$ cat src/rtl/mcirq_pkg.sv
package mcirq_pkg;
    localparam int ADDR_W = 32;
    localparam int ID_W   = 5;
    localparam int KIND_W = 3;

    typedef enum logic [KIND_W-1:0] {
        K_SWI  = 3'd0,
        K_XINT = 3'd1,
        K_WAIT = 3'd2,
        K_BAR  = 3'd3,
        K_RET  = 3'd4,
        K_ENA  = 3'd5,
        K_DIS  = 3'd6
    } req_kind_e;

    typedef struct packed {
        logic              valid;
        logic [ADDR_W-1:0] pc;
    } redir_t;

    function automatic logic [ADDR_W-1:0] vector_word_addr(
        input logic [ADDR_W-1:0] base,
        input logic [ADDR_W-1:0] stride,
        input logic [ADDR_W-1:0] num);
        return base + stride * num;
    endfunction
endpackage

$ cat src/rtl/mcirq_slot.sv
module mcirq_slot import mcirq_pkg::*; #(
    parameter int                NSWI       = 4,
    parameter logic [ADDR_W-1:0] VEC_BASE   = 32'd1000,
    parameter logic [ADDR_W-1:0] VEC_STRIDE = 32'd4
) (
    input  logic              clk,
    input  logic              rst,
    input  logic              req_valid,
    input  logic [KIND_W-1:0] req_kind,
    input  logic [ADDR_W-1:0] req_arg,
    input  logic [ADDR_W-1:0] core_pc,
    input  logic [ADDR_W-1:0] vec_data,
    input  logic              xint_hit,
    input  logic              bar_wait,
    output logic [ADDR_W-1:0] vec_addr,
    output redir_t            rd,
    output redir_t            lk,
    output logic              stall,
    output logic              bar_arrive,
    output logic              xint_fire,
    output logic [ID_W-1:0]   xint_tgt
);
    localparam int SW_W = (NSWI > 1) ? $clog2(NSWI) : 1;

    logic      ien_q, pend_q, wait_q;
    logic      acc, take_sw, take_pend;
    req_kind_e kind;
    logic [SW_W-1:0] sw_num;

    assign kind      = req_kind_e'(req_kind);
    assign stall     = bar_wait | wait_q;
    assign acc       = req_valid & ~stall;
    assign take_sw   = acc && (kind == K_SWI);
    assign take_pend = ~acc & ien_q & pend_q & ~bar_wait;
    assign sw_num    = req_arg[SW_W-1:0];

    assign vec_addr   = vector_word_addr(VEC_BASE, VEC_STRIDE,
                                         take_sw ? ADDR_W'(sw_num) : '0);
    assign bar_arrive = acc && (kind == K_BAR);
    assign xint_fire  = acc && (kind == K_XINT);
    assign xint_tgt   = req_arg[ID_W-1:0];

    always_ff @(posedge clk) begin
        if (rst) begin
            ien_q  <= 1'b1;
            pend_q <= 1'b0;
            wait_q <= 1'b0;
            rd     <= '0;
            lk     <= '0;
        end else begin
            rd.valid <= 1'b0;
            lk.valid <= 1'b0;
            pend_q   <= (pend_q & ~take_pend) | xint_hit;
            if (acc) begin
                case (kind)
                    K_SWI: begin
                        rd     <= '{valid: 1'b1, pc: vec_data};
                        lk     <= '{valid: 1'b1, pc: core_pc};
                        ien_q  <= 1'b0;
                    end
                    K_RET: begin
                        rd     <= '{valid: 1'b1, pc: req_arg};
                        ien_q  <= 1'b1;
                    end
                    K_ENA:  ien_q <= 1'b1;
                    K_DIS:  ien_q <= 1'b0;
                    K_WAIT: begin
                        lk     <= '{valid: 1'b1, pc: core_pc};
                        wait_q <= 1'b1;
                    end
                    default: ;
                endcase
            end else if (take_pend) begin
                rd     <= '{valid: 1'b1, pc: vec_data};
                lk     <= '{valid: 1'b1, pc: core_pc};
                ien_q  <= 1'b0;
                wait_q <= 1'b0;
            end
        end
    end

    a_r1_swi_entry: assert property (@(posedge clk) disable iff (rst)
        (acc && kind == K_SWI) |=> (rd.valid && lk.valid && !ien_q && lk.pc == $past(core_pc)));

    a_r2_return: assert property (@(posedge clk) disable iff (rst)
        (acc && kind == K_RET) |=> (rd.valid && ien_q && rd.pc == $past(req_arg)));

    a_r5_hold_disabled: assert property (@(posedge clk) disable iff (rst)
        (!ien_q && pend_q && !acc) |=> pend_q);

    a_r6_wait_stalls: assert property (@(posedge clk) disable iff (rst)
        (acc && kind == K_WAIT) |=> stall);

    a_r6_wake_redirects: assert property (@(posedge clk) disable iff (rst)
        $fell(wait_q) |-> rd.valid);

    a_r8_stalled_quiet: assert property (@(posedge clk) disable iff (rst)
        (stall && !ien_q && !pend_q) |=> !rd.valid);
endmodule

$ cat src/rtl/mcirq_barrier.sv
module mcirq_barrier #(
    parameter int NCORE = 4
) (
    input  logic             clk,
    input  logic             rst,
    input  logic [NCORE-1:0] arrive,
    output logic [NCORE-1:0] waiting
);
    logic all_in;
    assign all_in = &waiting;

    always_ff @(posedge clk) begin
        if (rst)         waiting <= '0;
        else if (all_in) waiting <= '0;
        else             waiting <= waiting | arrive;
    end

    a_r7_release_together: assert property (@(posedge clk) disable iff (rst)
        all_in |=> (waiting == '0));

    a_r7_hold_until_all: assert property (@(posedge clk) disable iff (rst)
        (!all_in) |=> ((waiting & $past(waiting)) == $past(waiting)));
endmodule

$ cat src/rtl/mcore_irq_ctl.sv
module mcore_irq_ctl import mcirq_pkg::*; #(
    parameter int                NCORE      = 4,
    parameter int                NSWI       = 4,
    parameter logic [ADDR_W-1:0] VEC_BASE   = 32'd1000,
    parameter logic [ADDR_W-1:0] VEC_STRIDE = 32'd4
) (
    input  logic                      clk,
    input  logic                      rst,
    input  logic [NCORE-1:0]          req_valid,
    input  logic [NCORE*KIND_W-1:0]   req_kind,
    input  logic [NCORE*ADDR_W-1:0]   req_arg,
    input  logic [NCORE*ADDR_W-1:0]   core_pc,
    output logic [NCORE*ADDR_W-1:0]   vec_addr,
    input  logic [NCORE*ADDR_W-1:0]   vec_data,
    output logic [NCORE-1:0]          rd_valid,
    output logic [NCORE*ADDR_W-1:0]   rd_pc,
    output logic [NCORE-1:0]          lk_save,
    output logic [NCORE*ADDR_W-1:0]   lk_val,
    output logic [NCORE-1:0]          stall,
    output logic [NCORE*ID_W-1:0]     core_num
);
    logic [NCORE-1:0]           hit, fire, arrive, bar_wait;
    logic [NCORE-1:0][ID_W-1:0] tgt;

    always_comb begin
        hit = '0;
        for (int s = 0; s < NCORE; s++)
            for (int t = 0; t < NCORE; t++)
                if (fire[s] && tgt[s] == ID_W'(t)) hit[t] = 1'b1;
    end

    mcirq_barrier #(.NCORE(NCORE)) u_bar (
        .clk(clk), .rst(rst), .arrive(arrive), .waiting(bar_wait));

    for (genvar c = 0; c < NCORE; c++) begin : g_core
        redir_t rd_s, lk_s;

        mcirq_slot #(.NSWI(NSWI), .VEC_BASE(VEC_BASE), .VEC_STRIDE(VEC_STRIDE)) u_slot (
            .clk       (clk),
            .rst       (rst),
            .req_valid (req_valid[c]),
            .req_kind  (req_kind[c*KIND_W +: KIND_W]),
            .req_arg   (req_arg[c*ADDR_W +: ADDR_W]),
            .core_pc   (core_pc[c*ADDR_W +: ADDR_W]),
            .vec_data  (vec_data[c*ADDR_W +: ADDR_W]),
            .xint_hit  (hit[c]),
            .bar_wait  (bar_wait[c]),
            .vec_addr  (vec_addr[c*ADDR_W +: ADDR_W]),
            .rd        (rd_s),
            .lk        (lk_s),
            .stall     (stall[c]),
            .bar_arrive(arrive[c]),
            .xint_fire (fire[c]),
            .xint_tgt  (tgt[c])
        );

        assign rd_valid[c]                = rd_s.valid;
        assign rd_pc[c*ADDR_W +: ADDR_W]  = rd_s.pc;
        assign lk_save[c]                 = lk_s.valid;
        assign lk_val[c*ADDR_W +: ADDR_W] = lk_s.pc;
        assign core_num[c*ID_W +: ID_W]   = ID_W'(c);
    end

    a_r4_hit_from_fire: assert property (@(posedge clk) disable iff (rst)
        (hit != '0) |-> (fire != '0));
endmodule

$ cat config.mk
export PLATFORM = sky130hd
export DESIGN_NAME = mcore_irq_ctl
export DESIGN_NICKNAME = d
export VERILOG_FILES = /design/src/rtl/mcirq_pkg.sv /design/src/rtl/mcirq_slot.sv /design/src/rtl/mcirq_barrier.sv /design/src/rtl/mcore_irq_ctl.sv
export SDC_FILE = /design/constraint.sdc
export NUM_CORES = 1
export LEC_CHECK = 0
export BUFFER_PORTS_ARGS = -buffer_cell sky130_fd_sc_hd__buf_2
export CAP_MARGIN = 20
export CORE_AREA = 2 2 320 322
export DETAILED_ROUTE_END_ITERATION = 8
export DIE_AREA = 0 0 322 324
export GPL_ROUTABILITY_DRIVEN = 0
export PLACE_DENSITY_LB_ADDON = 0.2
export SYNTH_ARGS = -nofsm -noshare
export SYNTH_HDL_FRONTEND = slang
export SYNTH_SLANG_ARGS = --single-unit
$ cat constraint.sdc
create_clock -name clk -period 5.5 [get_ports clk]
set_clock_uncertainty 0.1 [all_clocks]
set_input_delay 0 -clock clk [delete_from_list [all_inputs] [get_ports clk]]
set_output_delay 0 -clock clk [all_outputs]
set_load 0.05 [all_outputs]
==> results list, run 1 <==
- The worst register-to-register path has a depth of 7.
- Entering global routing, the biggest net connects 117 pins.
* Per-instance average area after synthesis: 8.65 µm²
- Clock-pin slew was measured on the worst setup and hold paths at 0.06 ns.
- STA classifies the critical path startpoint as a flip-flop.
- Once routing completed, OpenROAD measured the worst setup slack at 1.71 ns.
- Proportion of synthesized chip area in sequential cells: 44.6%
- VDD IR-drop max: 0.186 mV
- Share of the core filled with cells: 22.3%
- FF-to-FF End: g_core[2].u_slot.pend_q$_SDFF_PP0_
- During synthesis, Yosys emitted a total of 0 warnings.
- Clk Latency, worst-skew pair: 0.58 ns
* Width of the chip: 322 µm
- Starting utilization of the core area: 12.4%
- Number of gates given a new drive strength after cts: 0
* Unique cell type count in the Yosys netlist: 58
* Number of buffers created by CTS: 38
- Setup total negative slack on the finished layout was measured at 0 ns.
- After clock tree synthesis, the setup repair step added 0 buffers.
- Counting along the longest clock path gives a buffer depth of 3.
* Slowest cell on crit path: sky130_fd_sc_hd__dlygate4sd3_1
- Crit-path max cell delay: 0.75 ns
- Overall power: 0.00612 W
- STA classifies the critical path endpoint as a flip-flop.
* Worst setup timing slack at the placement stage: 2.99 ns
- The tree is rooted in a sky130_fd_sc_hd__clkbuf_16.
- The die is 324 µm tall.
- Slew at the pin closest to its max-slew limit: 0.828 ns
- Initial DRC count: 415
* Num ports: 818
* Buffers plus inverters on the worst setup path: 3
* Largest area contributor in the netlist: sky130_fd_sc_hd__dfxtp_1
- The finished cells cover 22600 µm².
- From synthesis to final layout, the design area changed by 79.6%.
- Post-synth design cell area: 12600 µm²
- The via count of the first global-routing pass is 14200.
- Setup repair after global routing left no endpoint under its margin.
* Ratio of cells with drive above 1 in the final layout: 30.7%
- Slew headroom: 44.8%
- Grouping stages by cell kind, the critical path spends the most delay in buffers and inverters.
- The first detailed-routing pass ran for 6 iterations.
* Post-detailed-placement cell area: 16800 µm²
* Number of nets in the finished design: 2938
- Hold Fails Final Rpt: 0
* Period utilization: 69.0%
* Number of setup violations in the final report: 0
- Post-synth top area share: 44.6%
- Port Buffer Count: 681
- Total routing usage reported by global routing: 10.6%
- The worst hold path belongs to the class in -> reg.
* Capturing element of the worst setup path: g_core[2].u_slot.pend_q$_SDFF_PP0_
- In the routed layout, each cell is associated on average with a via count of 3.63.
- Max-cap violations: 0
* Main area contributors after synthesis: sky130_fd_sc_hd__dfxtp_1 45%, sky130_fd_sc_hd__mux2i_1 10%, sky130_fd_sc_hd__buf_4 9.0%
* Antenna violations before repair: 11
- Setup slack on the worst reg-to-reg path comes out at 1.71 ns.
* Post-synth EDFFs: 0
- Routed via count: 14000
* Ordered list of cells on the worst path: or3b_2, nor4_1, dlygate4sd3_1, nand3b_1, dlygate4sd3_1, a31oi_1, dlygate4sd3_1
* Async set-or-reset flop fraction in the synthesized netlist: 0%
- Worst R2R Start: g_core[0].u_slot.wait_q$_SDFFE_PP0P_
- After clock tree synthesis, the flow added hold-fix buffers numbering 453.
- After synthesis the netlist holds a flip-flop and latch count of 280.
- Wires add up to 59000 µm.
- Wire length of the first global-routing pass: 85500 µm
* TritonCTS clock tree: built
- Timing would allow up to 264 MHz.
- Counting buffers and inverters, the worst setup path is 7 cells deep.
* Result of the run: finished, final reports clean
- Die Footprint: 104000 µm²
- The total count of max-transition violations in the final report was 0.
- The H-tree was split into 2 levels.
- The routed design could run at a clock period as short as 3.79 ns.
- The critical path in this run is classified as reg -> reg.
* Core outline area: 101000 µm²
* Count of unresolved DRC violations after routing: 0
- Post-Syn Instances: 1452
- After detailed routing, the average wire length per cell comes to 15.2 µm.
- Summed over all cells, the static leakage comes to 10.4 nW.
- STA puts the critical path data required time at 5.92 ns.
* GRT overflow: 0
- Final ANT Viol Nets: 0
- Launching instance or port of the critical path: g_core[0].u_slot.wait_q$_SDFFE_PP0P_
- Post-detailed-placement half-perimeter wirelength: 42000 µm
- Prevailing post-synth register cell: sky130_fd_sc_hd__dfxtp_1
- Data on the critical path arrives at its endpoint at 4.21 ns.
- Clock sink total: 280
- Most Frequent Cell on Critical Path: sky130_fd_sc_hd__dlygate4sd3_1
- Std-Cell Rows: 117
- For this design the ratio of total power to cell area is 271 nW/µm².
- Of all nets on the critical path, the largest fanout is 6.
[power by group]
part | switching (W) | total, W | internal (W)
Clock | 0.00102 | 0.00253 | 0.00152
Combinational | 0.000907 | 0.00141 | 0.000505
Sequential | 0.0000498 | 0.00217 | 0.00212
[synthesized netlist by cell type, types with 3 or more instances]
library cell / instances
sky130_fd_sc_hd__nand2_1: 263
sky130_fd_sc_hd__mux2i_1: 126
sky130_fd_sc_hd__or3b_2: 3
sky130_fd_sc_hd__nand3b_1: 5
sky130_fd_sc_hd__inv_1: 13
sky130_fd_sc_hd__buf_4: 150
sky130_fd_sc_hd__a41oi_1: 3
sky130_fd_sc_hd__and3_1: 3
sky130_fd_sc_hd__and2_1: 3
sky130_fd_sc_hd__or3_1: 4
sky130_fd_sc_hd__nor2b_1: 14
sky130_fd_sc_hd__nand3_1: 5
sky130_fd_sc_hd__nor3_1: 40
sky130_fd_sc_hd__buf_2: 32
sky130_fd_sc_hd__o22ai_2: 3
sky130_fd_sc_hd__a311oi_1: 96
sky130_fd_sc_hd__nand2b_1: 7
sky130_fd_sc_hd__nor2_1: 208
sky130_fd_sc_hd__or4b_4: 4
sky130_fd_sc_hd__a211oi_1: 30
sky130_fd_sc_hd__clkbuf_1: 58
sky130_fd_sc_hd__nor4_1: 6
sky130_fd_sc_hd__o21ai_0: 4
sky130_fd_sc_hd__a31oi_1: 8
sky130_fd_sc_hd__a21oi_1: 38
sky130_fd_sc_hd__or2_2: 8
sky130_fd_sc_hd__dfxtp_1: 280
[kinds of logic (layout without fill, tap and decap cells)]
logic type	Yosys count	after routing	share of synthesized area, %
AND/OR/NAND/NOR	590	590	20.3
AO/OA/AOI/OAI	198	198	12.4
other	2	140	0.0598
flip-flops	280	280	44.6
multiplexers	127	127	10.1
buffers and inverters	255	1226	12.5
[worst reg2reg max path: cells and delay by family, from the launching register on]
family,cells,cell delay (ns)
buf+inv,3,1.88
flops,1,0.35
simple gates,3,1.26
compound gates,1,0.15
[state kept, by name, indices dropped and copies added, names as in the netlist]
signal                flops
g_core.u_slot.ien_q       4
g_core.u_slot.lk        132
g_core.u_slot.pend_q      4
g_core.u_slot.rd        132
g_core.u_slot.wait_q      4
u_bar.waiting             4
[per-layer routing]
metal / GRT usage [%] / part of all wire (%) / vias to the layer above
met5: 0 / 0.078 / -
met1: 12.6 / 42 / 6548
li1: - / - / 6884
met3: 3.90 / 8.5 / 74
met4: 3.05 / 2.2 / 10
met2: 17.9 / 47 / 516
[how the worst min path moves through the flow]
stage,from,endpoint,depth (start not counted)
2_1_floorplan,core_pc[96],g_core[3].u_slot.lk[0]$_SDFFE_PP0P_,2
3_3_place_gp,core_pc[49],g_core[1].u_slot.lk[17]$_SDFFE_PP0P_,3
3_5_place_dp,core_pc[49],g_core[1].u_slot.lk[17]$_SDFFE_PP0P_,3
4_1_cts,core_pc[53],g_core[1].u_slot.lk[21]$_SDFFE_PP0P_,4
5_1_grt,core_pc[53],g_core[1].u_slot.lk[21]$_SDFFE_PP0P_,4
6_report,core_pc[56],g_core[1].u_slot.lk[24]$_SDFFE_PP0P_,4
[placed cells by master (no fill, tap or decap), types with 5 or more instances in the layout]
cell type                         n
sky130_fd_sc_hd__nand2b_1         7
sky130_fd_sc_hd__nand2_1        263
sky130_fd_sc_hd__buf_4           16
sky130_fd_sc_hd__dlygate4sd3_1  453
sky130_fd_sc_hd__nor2b_1         14
sky130_fd_sc_hd__a21oi_1         38
sky130_fd_sc_hd__inv_1           13
sky130_fd_sc_hd__nor2_1         208
sky130_fd_sc_hd__mux2i_1        125
sky130_fd_sc_hd__nand3b_1         5
sky130_fd_sc_hd__nand3_1          5
sky130_fd_sc_hd__a311oi_1        96
sky130_fd_sc_hd__clkbuf_16       39
sky130_fd_sc_hd__nor4_1           6
sky130_fd_sc_hd__buf_2          680
sky130_fd_sc_hd__conb_1         136
sky130_fd_sc_hd__dfxtp_1        280
sky130_fd_sc_hd__o22ai_4          5
sky130_fd_sc_hd__clkinv_2         6
sky130_fd_sc_hd__nor3_1          40
sky130_fd_sc_hd__clkbuf_1         7
sky130_fd_sc_hd__or2_2            8
sky130_fd_sc_hd__a211oi_1        30
sky130_fd_sc_hd__a31oi_1          8
[area by class of cell]
cell class              instances  area, µm²
fillers                     11300      78400
flip-flops and latches        280       5610
repair buffers               1152       8110
inverters                      13       48.8
clock inverters                12        168
multi-input cells            1051       5940
well taps                    1309       1640
clock buffers                  49       1040
diodes                          4       10.0
[per-stage QoR]
step | hold WS (ns) | std cells
after floorplan | 0.0405 | 1586
after global placement | 0.133 | 3352
after detailed placement | 0.135 | 3352
after CTS | 0.0322 | 3866
after global routing | 0.0624 | 3869
final | 0.0906 | 3870
No activity file was read; power rests on OpenSTA's default activity.
==> run 2: changes to the inputs <==
--- a/config.mk
+++ b/config.mk
@@ -5,11 +5,12 @@
 export SDC_FILE = /design/constraint.sdc
 export NUM_CORES = 1
 export LEC_CHECK = 0
+export ABC_AREA = 1
 export BUFFER_PORTS_ARGS = -buffer_cell sky130_fd_sc_hd__buf_2
 export CAP_MARGIN = 20
-export CORE_AREA = 2 2 320 322
+export CORE_AREA = 2 2 317 319
 export DETAILED_ROUTE_END_ITERATION = 8
-export DIE_AREA = 0 0 322 324
+export DIE_AREA = 0 0 319 321
 export GPL_ROUTABILITY_DRIVEN = 0
 export PLACE_DENSITY_LB_ADDON = 0.2
 export SYNTH_ARGS = -nofsm -noshare
==> constraint.sdc (replaced) <==
create_clock -name clk -period 3.9 [get_ports clk]
set_clock_uncertainty 0.1 [all_clocks]
set_input_delay 0 -clock clk [delete_from_list [all_inputs] [get_ports clk]]
set_output_delay 0 -clock clk [all_outputs]
set_load 0.05 [all_outputs]
==> run 2 against run 1 <==
Net effect: via count rose by 9.6%; global-route usage rose by 1.1 points; final area rose by 2.1%; synthesized cell count rose by 27%; wire length rose by 7.0%; first-iteration DRC count rose by 35%; largest power group unchanged.
==> results list, run 2 <==
- Slew headroom: 47.5% (+2.7 points)
* Commonest cells after routing, fill and taps aside: 681 x sky130_fd_sc_hd__buf_2, 475 x sky130_fd_sc_hd__dlygate4sd3_1, 461 x sky130_fd_sc_hd__nor2_1
* Die outline height: 321 µm (-0.93%)
- The combined area of all synthesized cells came to 12900 µm² (+3.0%).
* Number of nets in the finished design: 3342 (+14%)
- Routed via count divided by cell count: 3.60 (-0.65%)
* Leading post-synthesis cells by instance count: 463 x sky130_fd_sc_hd__nor2_1, 320 x sky130_fd_sc_hd__nand2_1, 280 x sky130_fd_sc_hd__dfxtp_1, 237 x sky130_fd_sc_hd__o21ai_0, 163 x sky130_fd_sc_hd__buf_4
- Subtracting the final worst setup slack from the clock period gives 3.70 ns.
* Post-CTS Setup Bufs: 0 (unchanged)
- Hold Fails Final Rpt: 0 (unchanged)
- Period utilization: 94.9%
* Initial DRC count: 562 (+35%)
* Category of the worst setup path launch point: input port
* Data required, critical path: 4.32 ns (-1.60 ns)
* H-tree level count: 2 (unchanged)
* Number of warnings printed during yosys synthesis: 0 (unchanged)
- The clock-pin slew on the worst setup and hold paths came to 0.06 ns (about the same).
* Wire length of the first global-routing pass: 92800 µm (+8.5%)
* Count of unresolved DRC violations after routing: 0 (unchanged)
* Power per unit of standard cell area: 388 nW/µm² (+43%)
* Setup repair after global routing missed its margin: no
- TritonCTS clock tree: built
* Ratio of cells with drive above 1 in the final layout: 27.1% (-3.6 points)
- VDD IR-drop max: 0.260 mV (+40%)
- Minimum setup slack among reg-to-reg paths: 0.51 ns (-1.20 ns)
- Per-instance average area after synthesis: 7.03 µm² (-19%)
* Slew at the pin closest to its max-slew limit: 0.785 ns (-0.0431 ns)
* Share of the core filled with cells: 23.2% (+0.87 points)
- The largest total area in the synthesized netlist belongs to sky130_fd_sc_hd__dfxtp_1.
* Peak fanout along the critical path: 2 (-4)
- The library cell used most frequently in the layout, excluding fill and tap cells, is sky130_fd_sc_hd__buf_2.
- The overall die area came to 102000 µm² (-1.8%).
- The total power consumption of the routed design was 0.00895 W (+46%).
- The total I/O pin count was 818 (unchanged).
- The area of the multi-input gates was 5950 µm² (about the same).
- Std-Cell Rows: 116 (-0.85%)
* Clk Latency, worst-skew pair: 0.58 ns (about the same)
* Final ANT Viol Nets: 0 (unchanged)
* Main area contributors after synthesis: sky130_fd_sc_hd__dfxtp_1 43%, sky130_fd_sc_hd__nor2_1 13%, sky130_fd_sc_hd__buf_4 9.5%
- The setup violation total in the final timing report came to 0 (unchanged).
* Flip-flop and latch count after synthesis: 280 (unchanged)
* Post-Syn Instances: 1839 (+27%)
- For this run, the top clock speed supported by timing is 270 MHz.
* Clock sink total: 280 (unchanged)
- Width of the chip: 319 µm (-0.93%)
- The via count of the first global-routing pass came to 15200 (+7.1%).
- The post-cts gate resize count was 0 (unchanged).
- Among all cell types in the netlist, the one instantiated most often is sky130_fd_sc_hd__nor2_1.
- The number of fill cells was 11300 (-0.080%).
- Prevailing post-synth register cell: sky130_fd_sc_hd__dfxtp_1
- Unique cell type count in the Yosys netlist: 23 (-60%)
- The residual overflow from global routing was 0 (unchanged).
- Storage element area: 5610 µm² (unchanged)
- Sort of element at the end of the critical path: flip-flop
- Worst setup path class: in -> reg
* Data arrival at the endpoint of the critical path: 4.12 ns (-0.09 ns)
- Max-cap violations: 0 (unchanged)
* Core outline area: 99300 µm² (-1.7%)
- Post-synth EDFFs: 0 (unchanged)
* Aggregate routed wire length: 63100 µm (+7.0%)
- The pin count of the biggest net entering global routing came to 136 (+16%).
- Sum Neg Setup Slack: 0 ns (unchanged)
- The register area share after synthesis came to 43.3% (-1.3 points).
- The wire length per cell after detailed routing is 14.8 µm (-3.1%).
* Area delta synth->final: 78.2%
* Number of pins with negative max-slew slack in the final report: 0 (unchanged)
- The deepest clock path buffer count came to 3 (unchanged).
- Top Registers: g_core.u_slot.lk: 132 flops, g_core.u_slot.rd: 132 flops
- The share of the synthesized area in the top cell type came to 43.3% (-1.3 points).
- Number of buffers created by CTS: 40 (+5.3%)
- Type of the most critical hold path: in -> reg
* Post-detailed-placement half-perimeter wirelength: 45600 µm (+8.7%)
- Result of the run: finished, final reports clean
* Root Driver: sky130_fd_sc_hd__clkbuf_16
- The number of antenna violations at the first check in global routing is 13 (+2).
- The count of input and output buffers came to 681 (unchanged).
- The overall global routing resource usage was 11.7% (+1.1 points).
- The detailed-router iteration count before antenna repair is 5 (-1).
- Async set-or-reset flop fraction in the synthesized netlist: 0% (unchanged)
- The initial standard-cell utilization of the core is 13.0% (+0.59 points).
* Leakage power summed over all cells: 11.3 nW (+8.6%)
- The overall via count from detail_route is 15400 (+9.6%).
## run 2: cell count changes in the layout (fill, tap and decap cells not counted), moves of 22 or more
cell,delta
sky130_fd_sc_hd__a211oi_1,-30
sky130_fd_sc_hd__mux2i_1,-125
sky130_fd_sc_hd__a21oi_1,+90
sky130_fd_sc_hd__dlygate4sd3_1,+22
sky130_fd_sc_hd__nor3_1,-25
sky130_fd_sc_hd__nor2_1,+253
sky130_fd_sc_hd__o21ai_0,+233
sky130_fd_sc_hd__nand2_1,+57
sky130_fd_sc_hd__o21ai_1,+24
sky130_fd_sc_hd__a311oi_1,-96
sky130_fd_sc_hd__nand3_1,+24
sky130_fd_sc_hd__inv_1,+34
## run 2: repair_timing
action | CTS | global route
hold buffers | 475 | 0
setup endpoints to repair | 0 | 0
hold endpoints to repair | 280 | 0
## run 2: path summary, 6_finish.rpt
check / cells past startpoint / endpoint / start
min reg2reg: 2 / g_core[2].u_slot.lk[10]$_SDFFE_PP0P_ / g_core[2].u_slot.lk[10]$_SDFFE_PP0P_
min: 5 / g_core[1].u_slot.rd[32]$_SDFF_PP0_ / req_valid[1]
max reg2reg: 11 / g_core[3].u_slot.pend_q$_SDFF_PP0_ / u_bar.waiting[3]$_SDFF_PP0_
max: 14 / g_core[0].u_slot.pend_q$_SDFF_PP0_ / req_arg[64]
## run 2: worst max-delay path: stages
cell and delay, ns:
sky130_fd_sc_hd__dlygate4sd3_1 0.54, sky130_fd_sc_hd__buf_2 0.13, sky130_fd_sc_hd__nor2_1 0.10, sky130_fd_sc_hd__dlygate4sd3_1 0.56, sky130_fd_sc_hd__nand2_1 0.05, sky130_fd_sc_hd__dlygate4sd3_1 0.56
sky130_fd_sc_hd__nor2_1 0.13, sky130_fd_sc_hd__nand2_1 0.17, sky130_fd_sc_hd__nand3_1 0.12, sky130_fd_sc_hd__dlygate4sd3_1 0.55, sky130_fd_sc_hd__nor2_1 0.04, sky130_fd_sc_hd__dlygate4sd3_1 0.55
sky130_fd_sc_hd__nor2_1 0.08, sky130_fd_sc_hd__dlygate4sd3_1 0.55
## run 2: cells by family after synthesis
group	Yosys count	synth area share [%]
flip-flops	280	43.3
AO/OA/AOI/OAI	393	15.3
other	2	0.0581
AND/OR/NAND/NOR	859	26.7
buffers and inverters	305	14.6
## run 2: layer usage
layer	GRT usage, %	wire length (µm)
met3	3.71	4720
met2	20.6	31000
met5	0	72
met4	3.42	1340
met1	13.5	26000
## run 2: metrics by stage
| step | setup slack (ns) | hold WS [ns] | area [µm²] | std cells |
|---|---|---|---|---|
| 6_report | 0.197 | 0.0391 | 23000 | 4270 |
| 5_1_grt | 0.00901 | 0.0520 | 23000 | 4268 |
| 4_1_cts | 0.281 | 0.00309 | 23000 | 4266 |
| 3_5_place_dp | 1.55 | 0.126 | 16900 | 3721 |
| 3_3_place_gp | 1.54 | 0.124 | 16900 | 3721 |
| 2_1_floorplan | 1.56 | -0.0309 | 13400 | 1973 |
## run 2: cell type report
class | instances | share of cell area [%]
Timing Repair Buffer | 1167 | 35.9
Antenna cell | 4 | 0.0434
Inverter | 63 | 1.05
Multi-Input combinational cell | 1388 | 25.8
Clock buffer | 59 | 5.17
Clock inverter | 11 | 0.679
Sequential cell | 280 | 24.3
Tap cell | 1298 | 7.05
## run 2: where the power goes
| part | switching, W | leakage [nW] | internal, W |
|---|---|---|---|
| logic | 0.00140 | 8.40 | 0.000650 |
| registers | 0.0000725 | 2.29 | 0.00302 |
| clock network | 0.00150 | 0.654 | 0.00231 |
| total | 0.00297 | 11.3 | 0.00598 |
